==> config.mk <==
export PLATFORM = sky130hd
export DESIGN_NAME = rgb2ycc_conv
export DESIGN_NICKNAME = d
export VERILOG_FILES = /design/src/rtl/rgb2ycc_pkg.sv /design/src/rtl/booth_r4_mul.sv /design/src/rtl/csa_3to2.sv /design/src/rtl/rca_adder.sv /design/src/rtl/rgb2ycc_conv.sv
export SDC_FILE = /design/constraint.sdc
export NUM_CORES = 1
export LEC_CHECK = 0
export ABC_AREA = 1
export CAP_MARGIN = 5
export CORE_ASPECT_RATIO = 0.8
export CORE_MARGIN = 3
export CORE_UTILIZATION = 45
export DETAILED_ROUTE_END_ITERATION = 12
export DONT_BUFFER_PORTS = 1
export MAX_ROUTING_LAYER = met4
export PLACE_DENSITY = 0.72
export SLEW_MARGIN = 20
export SYNTH_ARGS = -nofsm -noshare
export SYNTH_HDL_FRONTEND = slang
export SYNTH_SLANG_ARGS = --single-unit
==> constraint.sdc <==
create_clock -name clk -period 8.2 [get_ports clk]
set_input_delay 0.41 -clock clk [delete_from_list [all_inputs] [get_ports clk]]
set_output_delay 0.41 -clock clk [all_outputs]
set_load 0.01 [all_outputs]
==> src/rtl/rgb2ycc_pkg.sv <==
package rgb2ycc_pkg;

    localparam int PIX_W  = 8;
    localparam int COEF_W = 9;
    localparam int ACC_W  = 18;
    localparam int FRAC_W = 8;
    localparam int NCOMP  = 3;
    localparam int NCHAN  = 3;
    localparam int PIX_MAX = (1 << PIX_W) - 1;

    localparam int IDX_Y  = 0;
    localparam int IDX_CB = 1;
    localparam int IDX_CR = 2;

    typedef logic [PIX_W-1:0]         pix_t;
    typedef logic signed [COEF_W-1:0] coef_t;
    typedef logic signed [ACC_W-1:0]  acc_t;

    typedef struct packed {
        logic                                   vld;
        logic [NCOMP-1:0][NCHAN-1:0][ACC_W-1:0] prod;
    } prod_stage_t;

    typedef struct packed {
        logic                  vld;
        logic [NCOMP-1:0][PIX_W-1:0] comp;
    } out_stage_t;

    // weight of channel chan (0 red, 1 green, 2 blue) in component comp
    function automatic coef_t weight(input int comp, input int chan);
        case (comp * NCHAN + chan)
            0: return coef_t'(66);
            1: return coef_t'(129);
            2: return coef_t'(25);
            3: return coef_t'(-38);
            4: return coef_t'(-74);
            5: return coef_t'(112);
            6: return coef_t'(112);
            7: return coef_t'(-94);
            8: return coef_t'(-18);
            default: return coef_t'(0);
        endcase
    endfunction

    // rounding half plus output bias placed above the fraction bits
    function automatic acc_t const_addend(input int comp);
        int bias;
        bias = (comp == IDX_Y) ? 16 : 128;
        return acc_t'((1 << (FRAC_W - 1)) + (bias << FRAC_W));
    endfunction

    function automatic pix_t saturate(input acc_t v);
        if (v < 0)
            return '0;
        else if (v > acc_t'(PIX_MAX))
            return '1;
        else
            return v[PIX_W-1:0];
    endfunction

endpackage

==> src/rtl/booth_r4_mul.sv <==
module booth_r4_mul #(
    parameter int PIX_W  = 8,
    parameter int COEF_W = 9,
    parameter int OUT_W  = 18
) (
    input  logic [PIX_W-1:0]         mplier,
    input  logic signed [COEF_W-1:0] mcand,
    output logic signed [OUT_W-1:0]  product
);
    // unsigned multiplier: zero-extend so the top group never reads a sign
    localparam int NGRP = (PIX_W + 2) / 2;
    localparam int XW   = 2 * NGRP + 1;

    logic [XW-1:0]            xe;
    logic signed [OUT_W-1:0]  m1;
    logic signed [OUT_W-1:0]  m2;
    logic signed [OUT_W-1:0]  pp [NGRP];

    assign xe = {{(XW - PIX_W - 1){1'b0}}, mplier, 1'b0};
    assign m1 = {{(OUT_W - COEF_W){mcand[COEF_W-1]}}, mcand};
    assign m2 = m1 <<< 1;

    for (genvar g = 0; g < NGRP; g++) begin : g_grp
        logic signed [OUT_W-1:0] digit_pp;
        always_comb begin
            case (xe[2*g+2 -: 3])
                3'b001, 3'b010: digit_pp = m1;
                3'b011:         digit_pp = m2;
                3'b100:         digit_pp = -m2;
                3'b101, 3'b110: digit_pp = -m1;
                default:        digit_pp = '0;
            endcase
        end
        assign pp[g] = digit_pp <<< (2 * g);
    end

    always_comb begin
        product = '0;
        for (int g = 0; g < NGRP; g++)
            product = product + pp[g];
    end

endmodule

==> src/rtl/csa_3to2.sv <==
module csa_3to2 #(
    parameter int W = 18
) (
    input  logic [W-1:0] a,
    input  logic [W-1:0] b,
    input  logic [W-1:0] c,
    output logic [W-1:0] sum,
    output logic [W-1:0] carry
);
    // carry bit 0 is empty, so the next level sees only two live inputs there
    assign carry[0] = 1'b0;

    for (genvar i = 0; i < W; i++) begin : g_bit
        assign sum[i] = a[i] ^ b[i] ^ c[i];
        if (i < W - 1) begin : g_cy
            assign carry[i+1] = (a[i] & b[i]) | (a[i] & c[i]) | (b[i] & c[i]);
        end
    end

endmodule

==> src/rtl/rca_adder.sv <==
module rca_adder #(
    parameter int W = 18
) (
    input  logic [W-1:0] a,
    input  logic [W-1:0] b,
    output logic [W-1:0] sum
);
    logic [W-1:0] cy;

    assign cy[0] = 1'b0;

    for (genvar i = 0; i < W; i++) begin : g_fa
        assign sum[i] = a[i] ^ b[i] ^ cy[i];
        if (i < W - 1) begin : g_cy
            assign cy[i+1] = (a[i] & b[i]) | (cy[i] & (a[i] ^ b[i]));
        end
    end

endmodule

==> src/rtl/rgb2ycc_conv.sv <==
module rgb2ycc_conv
    import rgb2ycc_pkg::*;
(
    input  logic             clk,
    input  logic             rst,
    input  logic             in_valid,
    input  logic [PIX_W-1:0] in_r,
    input  logic [PIX_W-1:0] in_g,
    input  logic [PIX_W-1:0] in_b,
    output logic             out_valid,
    output logic [PIX_W-1:0] out_y,
    output logic [PIX_W-1:0] out_cb,
    output logic [PIX_W-1:0] out_cr
);

    pix_t        chan_in [NCHAN];
    acc_t        prod_c  [NCOMP][NCHAN];
    prod_stage_t s1;
    out_stage_t  s2;
    logic [NCOMP-1:0][PIX_W-1:0] comp_nx;

    assign chan_in[0] = in_r;
    assign chan_in[1] = in_g;
    assign chan_in[2] = in_b;

    // stage 1: nine constant-by-pixel Booth products
    for (genvar k = 0; k < NCOMP; k++) begin : g_comp_mul
        for (genvar c = 0; c < NCHAN; c++) begin : g_chan
            localparam coef_t KC = weight(k, c);
            booth_r4_mul #(
                .PIX_W (PIX_W),
                .COEF_W(COEF_W),
                .OUT_W (ACC_W)
            ) u_mul (
                .mplier (chan_in[c]),
                .mcand  (KC),
                .product(prod_c[k][c])
            );
        end
    end

    always_ff @(posedge clk) begin
        if (rst)
            s1.vld <= 1'b0;
        else
            s1.vld <= in_valid;
        for (int k = 0; k < NCOMP; k++)
            for (int c = 0; c < NCHAN; c++)
                s1.prod[k][c] <= prod_c[k][c];
    end

    // stage 2: 4 addends -> two 3:2 levels -> one ripple adder -> shift, clamp
    for (genvar k = 0; k < NCOMP; k++) begin : g_comp_sum
        localparam acc_t KOFF = const_addend(k);
        logic [ACC_W-1:0] sum_a, cy_a, sum_b, cy_b, total;
        acc_t             scaled;

        csa_3to2 #(.W(ACC_W)) u_csa_lvl0 (
            .a    (s1.prod[k][0]),
            .b    (s1.prod[k][1]),
            .c    (s1.prod[k][2]),
            .sum  (sum_a),
            .carry(cy_a)
        );

        csa_3to2 #(.W(ACC_W)) u_csa_lvl1 (
            .a    (sum_a),
            .b    (cy_a),
            .c    (KOFF),
            .sum  (sum_b),
            .carry(cy_b)
        );

        rca_adder #(.W(ACC_W)) u_rca (
            .a  (sum_b),
            .b  (cy_b),
            .sum(total)
        );

        assign scaled     = $signed(total) >>> FRAC_W;
        assign comp_nx[k] = saturate(scaled);
    end

    always_ff @(posedge clk) begin
        if (rst)
            s2.vld <= 1'b0;
        else
            s2.vld <= s1.vld;
        s2.comp <= comp_nx;
    end

    assign out_valid = s2.vld;
    assign out_y     = s2.comp[IDX_Y];
    assign out_cb    = s2.comp[IDX_CB];
    assign out_cr    = s2.comp[IDX_CR];

endmodule

==> summary by stage, run 1 <==
Route
The first TritonRoute pass finished after 4 iterations. The final layout contains routed wiring with a total length of 33500 microns. The detailed router finished its first iteration with 547 violations. The post-detailed-route count of antenna-violating nets is 0. For this run, design rule violations remaining after detail routing come to 0. In the final routed layout, each cell accounts on average for 15.8 microns. The routed layout has 10500 vias. The via density per instance is 4.96.

STA
The clock skew after layout is 11.3 ps. In the final timing run, aggregate negative setup slack is 0 ps. The transition time at the pin with the least slew margin is 983 ps. Hold timing on the final database bottoms out at a slack of 46.4 ps. The final-report max-slew violation count was 0. Setup violations remaining at the end of the flow were counted as 0. The final critical path takes up 76.8% of the cycle. The timing-limited maximum frequency is 0.159 GHz. The final-report hold violation count was 0. The max-slew headroom at the worst pin is 34.4%. Setup repair after global routing left no endpoint under its margin. The minimum clock period is 6300 ps.

Worst setup path
Data on the critical path arrives at its endpoint at 6650 ps. The master of the slowest instance on the critical path is fa_1. The worst register-to-register path begins at s1[130]$_DFF_P_. The highest fanout seen on the critical path is 8. The highest cell delay on the worst timing path is 500 ps. The reg-to-reg setup timing slack is 1900 ps. The family with the most delay on the worst path is adder cells. The cell that appears most often on the critical path is fa_1. The category of the worst setup path capture point is a register. The worst setup path is launched from a register.

The number of cells on the critical path is 31. Measured in cells, the most critical reg-to-reg path has a length of 31. The end of the worst register-to-register path is out_y[4]$_SDFF_PN0_. The critical path buffer and inverter count is 6. The critical path in this run is classified as register to register. Data on the critical path is required at its endpoint by 8550 ps.

Die
The area of the core region is 35300 sq um. The number of placement rows is 61. For this configuration, the core starts out at a cell density of 46.5%. The overall die area is 38800 sq um.

Measured along the y axis, the die boundary spans 177 microns. The die span in x is 220 microns. The I/O pin total is 52.

Clocking
Post-CTS timing repair inserted 0 buffers for setup. The clock net in this run drives a total of 162 sinks. The later pin in the worst-skew pair is clocked with a latency of 430 ps. The number of clock buffers added by TritonCTS is 17. The clock tree synthesis step divided the H-tree into 4 levels. The cell chosen for the clock root is clkbuf_16. After clock tree synthesis, the repair step resized 0 gates. The deepest clock path buffer count is 2. TritonCTS built the clock tree. The number of buffers inserted for hold repair after clock tree synthesis is 0. Clock-pin slew was measured on the worst setup and hold paths at 70 ps.

Synthesis
The number of nets in the synthesized netlist is 2175. The most used flip-flop cell after synthesis is dfxtp_1. The post-synthesis async set-or-reset flop share is 0%.

The synthesized flop and latch total is 162. The cell area that synthesis handed to floorplanning was 16400 sq um. Of the synthesized area, sequential elements account for 19.7%. The number of different library cells in the post-synthesis netlist is 34. Sorting the synthesized cells by area gives the leading types as fa_1, ha_1, dfxtp_1. The synthesized design spends more area on one cell type than any other, namely fa_1.

A synthesized cell averages 10.2 sq um. The fraction of synthesized cell area taken by the top area cell type is 32.2%. The number of enable flip-flop cells after synthesis is 0. The Yosys step of the flow raised 0 warnings. The post-synthesis cell count is 1616.

Min path
The destination of the worst hold path is out_valid$_SDFF_PP0_. In this run the worst hold path is classified as primary input to register. Counting instances, the worst hold path has a depth of 1. The worst min-delay path startpoint is rst.

Layout
The area growth from synthesis to layout is 7.56%. In the layout the commonest cells are inv_1, ha_1, fa_1. In the final layout, the share of cells above drive strength 1 is 4.85%. The net total in the final layout is 2195.

0 antenna diodes ended up in the layout. The library cell used most frequently in the layout, excluding fill and tap cells, is inv_1.

Job
Max-cap violations in this run came to 0.

GRT
The overflow left after global routing is 0. Entering global routing, the biggest net connects 19 pins. The first-pass GRT wire length is 57200 microns. The number of antenna violations at the first check in global routing came to 0. The number of global-route vias before repair is 11400. The total track usage is 19.2%.

Outcome
The flow ran to the end, and the final reports show no timing, DRC or antenna violations.

Place
The port buffer count is 0. The final weighted congestion of routability-driven global placement is 0.922. The half-perimeter wire length after detailed placement is 29300 microns.
-- state kept, by name, indices dropped and copies added (netlist names) --
register   flops
out_cb         8
out_cr         8
s1           137
out_valid      1
out_y          8
-- area by class of cell --
| cell class | count | area, sq um |
|---|---|---|
| Clock buffer | 20 | 467 |
| Clock inverter | 12 | 166 |
| Fill cell | 3164 | 17700 |
| Inverter | 289 | 1080 |
| Multi-Input combinational cell | 1161 | 12100 |
| Sequential cell | 162 | 3240 |
| Tap cell | 472 | 591 |
| Timing Repair Buffer | 5 | 37.5 |
-- metrics by stage --
| stage | utilization, % | setup slack [ps] | instance area, sq um | std cells |
|---|---|---|---|---|
| 4_1_cts | 50.0 | 1880 | 17700 | 2121 |
| 3_5_place_dp | 48.2 | 1960 | 17000 | 2089 |
| 3_3_place_gp | 48.2 | 2130 | 17000 | 2089 |
| 5_1_grt | 50.0 | 1340 | 17700 | 2121 |
| 2_1_floorplan | - | 2400 | 16400 | 1616 |
| 6_report | 50.0 | 1900 | 17700 | 2121 |
-- Yosys cell counts (3+ instances only) --
cell type / number
inv_1: 288
ha_1: 268
fa_1: 264
dfxtp_1: 162
nand2_1: 157
nor2_1: 116
a21oi_1: 84
xor2_1: 78
nand3_1: 47
xnor2_1: 33
a21oi_2: 22
nand4_1: 15
o21ai_0: 13
o21ai_1: 10
a31oi_1: 8
nor3_1: 8
nand2_2: 5
or2_2: 5
a21o_1: 4
o211ai_1: 4
o21bai_1: 4
o21a_1: 3
-- logic make-up (layout without fill, tap and decap cells) --
kind of cell | Yosys count | count (layout) | share of synthesized area, %
xor+xnor | 111 | 111 | 5.92
buf+inv | 293 | 326 | 6.73
simple gates | 357 | 357 | 9.02
fa+ha+maj | 532 | 532 | 52.6
flops | 162 | 162 | 19.7
compound gates | 161 | 161 | 6.00
-- worst max path at each step --
stage	start	to	slack, ps
floorplan	s1[39]$_DFF_P_	out_y[0]$_SDFF_PN0_	2400
global placement	s1[130]$_DFF_P_	out_y[0]$_SDFF_PN0_	2130
detailed placement	s1[39]$_DFF_P_	out_y[4]$_SDFF_PN0_	1960
CTS	s1[130]$_DFF_P_	out_y[4]$_SDFF_PN0_	1880
global route	s1[130]$_DFF_P_	out_y[0]$_SDFF_PN0_	1340
finish	s1[130]$_DFF_P_	out_y[4]$_SDFF_PN0_	1900
-- routing by layer --
layer / vias up / share of wire [%] / global-route usage [%]
met3: 29 / 6.5 / 5.11
met5: - / 0 / -
met4: 0 / 1.1 / 3.49
li1: 5184 / - / -
met2: 200 / 43 / 28.5
met1: 5117 / 49 / 27.0
Power of run 1 is left out: the tool's default activity adds up to more than one toggle a clock period on the data nets, which glitch-free logic cannot reach.
==> run 2, diff against run 1 <==
--- a/config.mk
+++ b/config.mk
@@ -13,7 +13,7 @@
 export DETAILED_ROUTE_END_ITERATION = 12
 export DONT_BUFFER_PORTS = 1
 export MAX_ROUTING_LAYER = met4
-export PLACE_DENSITY = 0.72
+export PLACE_DENSITY = 0.74
 export SLEW_MARGIN = 20
 export SYNTH_ARGS = -nofsm -noshare
 export SYNTH_HDL_FRONTEND = slang
==> constraint.sdc (replaced) <==
create_clock -name clk -period 5.3 [get_ports clk]
set_input_delay 0.265 -clock clk [delete_from_list [all_inputs] [get_ports clk]]
set_output_delay 0.265 -clock clk [all_outputs]
set_load 0.01 [all_outputs]
==> summary by stage, run 2 (synthesis results as in run 1) <==
Outcome
Run status: finished with violations (was finished, final reports clean). The final reports fail on negative setup slack.

Worst setup path
The family with the most delay on the worst path is adder cells (unchanged). The highest fanout seen on the critical path is 8 (unchanged). The kind of start point of the critical path is a register (unchanged). The length in cells of the worst reg-to-reg path is 31 (unchanged).

The critical path class is register to register (unchanged). The launch instance of the worst register-to-register path is s1[39]$_DFF_P_ (was s1[130]$_DFF_P_). The end of the worst register-to-register path is out_y[0]$_SDFF_PN0_ (was out_y[4]$_SDFF_PN0_). The highest cell delay on the worst timing path is 520 ps (was 500 ps). The category of the worst setup path capture point is a register (unchanged). The worst endpoint required time is 5660 ps (was 8550 ps).

The cell occurring most often along the worst timing path is fa_2 (was fa_1). The critical path buffer and inverter count is 6 (unchanged). The reg-to-reg setup timing slack is -610 ps (was 1900 ps). The arrival time of data at the critical path endpoint was 6270 ps (was 6650 ps).

The master of the slowest instance on the critical path is fa_1 (unchanged).

Die
The overall die area came to 38800 sq um (unchanged). The number of placement rows is 61 (unchanged). The I/O pin total is 52 (unchanged). The area of the core region is 35300 sq um (unchanged).

The die span in x is 220 microns (unchanged). The initial core utilization was 46.5% (unchanged). The die height came to 177 microns (unchanged).

Min path
The worst min-delay path class is primary input to register (unchanged). The destination of the worst hold path is s1[127]$_SDFF_PP0_ (was out_valid$_SDFF_PP0_). The cell count of the worst hold path came to 3 (was 1). The worst min-delay path startpoint is in_g[0] (was rst).

GRT
The pin count of the biggest net entering global routing is 19 (unchanged). The first-pass GRT wire length is 58000 microns (was 57200 microns). The total track usage was 19.7% (was 19.2%).

The overflow left after global routing is 0 (unchanged). The number of antenna violations at the first check in global routing was 1 (was 0). The number of global-route vias before repair is 11300 (was 11400).

Place
The final weighted congestion of routability-driven global placement is 0.914 (was 0.922). The half-perimeter wire length after detailed placement is 29800 microns (was 29300 microns). The port buffer count is 0 (unchanged). The minimum setup slack after placement is -583 ps (was 1960 ps).

Route
The post-detailed-route count of antenna-violating nets is 0 (unchanged). The mean routed wirelength per cell was 16.2 microns (was 15.8 microns). The final wirelength was 34500 microns (was 33500 microns). The number of optimization iterations in the first detailed-route pass is 5 (was 4).

The via count is 10700 (was 10500). The count of routing violations after the opening detailed-route iteration was 725 (was 547). The number of design rule violations left after detail routing is 0 (unchanged). The via density per instance came to 4.99 (was 4.96).

Layout
The net total in the final layout came to 2209 (was 2195). The synthesis-to-finish area growth is 8.85% (was 7.56%). The fraction of final layout cells sized beyond drive strength 1 is 9.44% (was 4.85%). The most common cell after layout, fill and taps aside was inv_1 (unchanged).

The register bank with the most flops is s1 (unchanged). The flip-flop count of the largest register after layout came to 137 (unchanged). Most used cells in the layout excluding fill and tap cells: inv_1, ha_1, fa_1 (unchanged).

STA
The minimum clock period is 5910 ps (was 6300 ps). The final critical-path setup slack is -607 ps (was 1900 ps). The max-slew headroom at the worst pin was 37.3% (was 34.4%).

The final setup violation count was 24 (was 0). The share of the cycle needed by the critical path after routing is 111% (was 76.8%). The final-report max-slew violation count was 0 (unchanged). The final-report hold violation count is 0 (unchanged). The timing-limited maximum frequency is 0.169 GHz (was 0.159 GHz). Unrepaired setup endpoints after global routing: yes (was no).

The transition time at the pin with the least slew margin is 940 ps (was 983 ps). The clock skew after layout is 8.74 ps (was 11.3 ps).

Clocking
The clock transition time at the flip-flop clock pins of the worst setup and hold paths is 70 ps (about the same). The H-tree level count came to 4 (unchanged). The deepest clock path buffer count is 2 (unchanged). The CTS tree was yes (unchanged). The clock latency on the worst-skew pair is 440 ps (was 430 ps). The number of clock sinks seen by CTS is 162 (unchanged).

The cell chosen for the clock root is clkbuf_16 (unchanged). The number of CTS-inserted buffers is 17 (unchanged).

Job
The count of maximum capacitance violations is 0 (unchanged).
==> run 2: cell types whose count changed in the layout (fill, tap and decap cells not counted), sizes merged <==
cell / before / now
bufinv: 3 / 0
buf: 5 / 17
dlygate4sd3: 0 / 2
clkbuf: 20 / 17
inv: 295 / 298
diode: 0 / 3
clkinvlp: 1 / 4
==> run 2: timing repair <==
action,in CTS,in global routing
resized for setup,15,12
hold buffers,2,0
endpoints found under the hold margin,2,0
setup endpoints to repair,24,24
setup buffers,0,1
pin swaps,5,4
==> run 2: worst max-delay path by stage <==
stage                              start             endpoint  slack [ps]  cells past startpoint
after floorplan           s1[39]$_DFF_P_  out_y[4]$_SDFF_PN0_        -260                     31
after global placement    s1[39]$_DFF_P_  out_y[0]$_SDFF_PN0_        -470                     31
after detailed placement  s1[39]$_DFF_P_  out_y[0]$_SDFF_PN0_        -580                     31
after CTS                 s1[39]$_DFF_P_  out_y[0]$_SDFF_PN0_        -620                     31
after global routing      s1[39]$_DFF_P_  out_y[0]$_SDFF_PN0_        -920                     31
final                     s1[39]$_DFF_P_  out_y[0]$_SDFF_PN0_        -610                     31
==> run 2: worst register-to-register path: cells and delay by family, from the launching register on <==
family | cells | cell delay, ps
fa+ha+maj | 12 | 3980
xor+xnor | 3 | 490
simple gates | 7 | 400
compound gates | 3 | 340
flops | 1 | 320
buf+inv | 6 | 310
==> run 2: final cells by class <==
class	count	area (sq um)
repair buffers	19	151
well taps	472	591
inverters	289	1090
multi-input cells	1161	12200
clock inverters	15	138
diodes	3	7.51
fillers	3108	17500
flip-flops and latches	162	3250
clock buffers	17	425
==> run 2: per-stage QoR <==
stage	hold slack, ps	area [sq um]	utilization [%]	TNS, ps	std cells
after floorplan	336	16500	-	-4120	1616
after global placement	338	17200	48.7	-8340	2100
after detailed placement	343	17200	48.7	-11490	2100
after CTS	143	17800	50.4	-12110	2134
after global routing	161	17900	50.6	-19090	2138
final	152	17900	50.6	-12640	2138
==> run 2: layer usage <==
layer  track usage (%)  routed length [microns]  up-vias
met5                 -                        0        -
met4              3.24                      418        0
met3              5.10                     2300       36
met2              29.0                    15100      230
met1              27.9                    16700     5203
li1                  -                        -     5199
Power of run 2 is left out for the same reason.
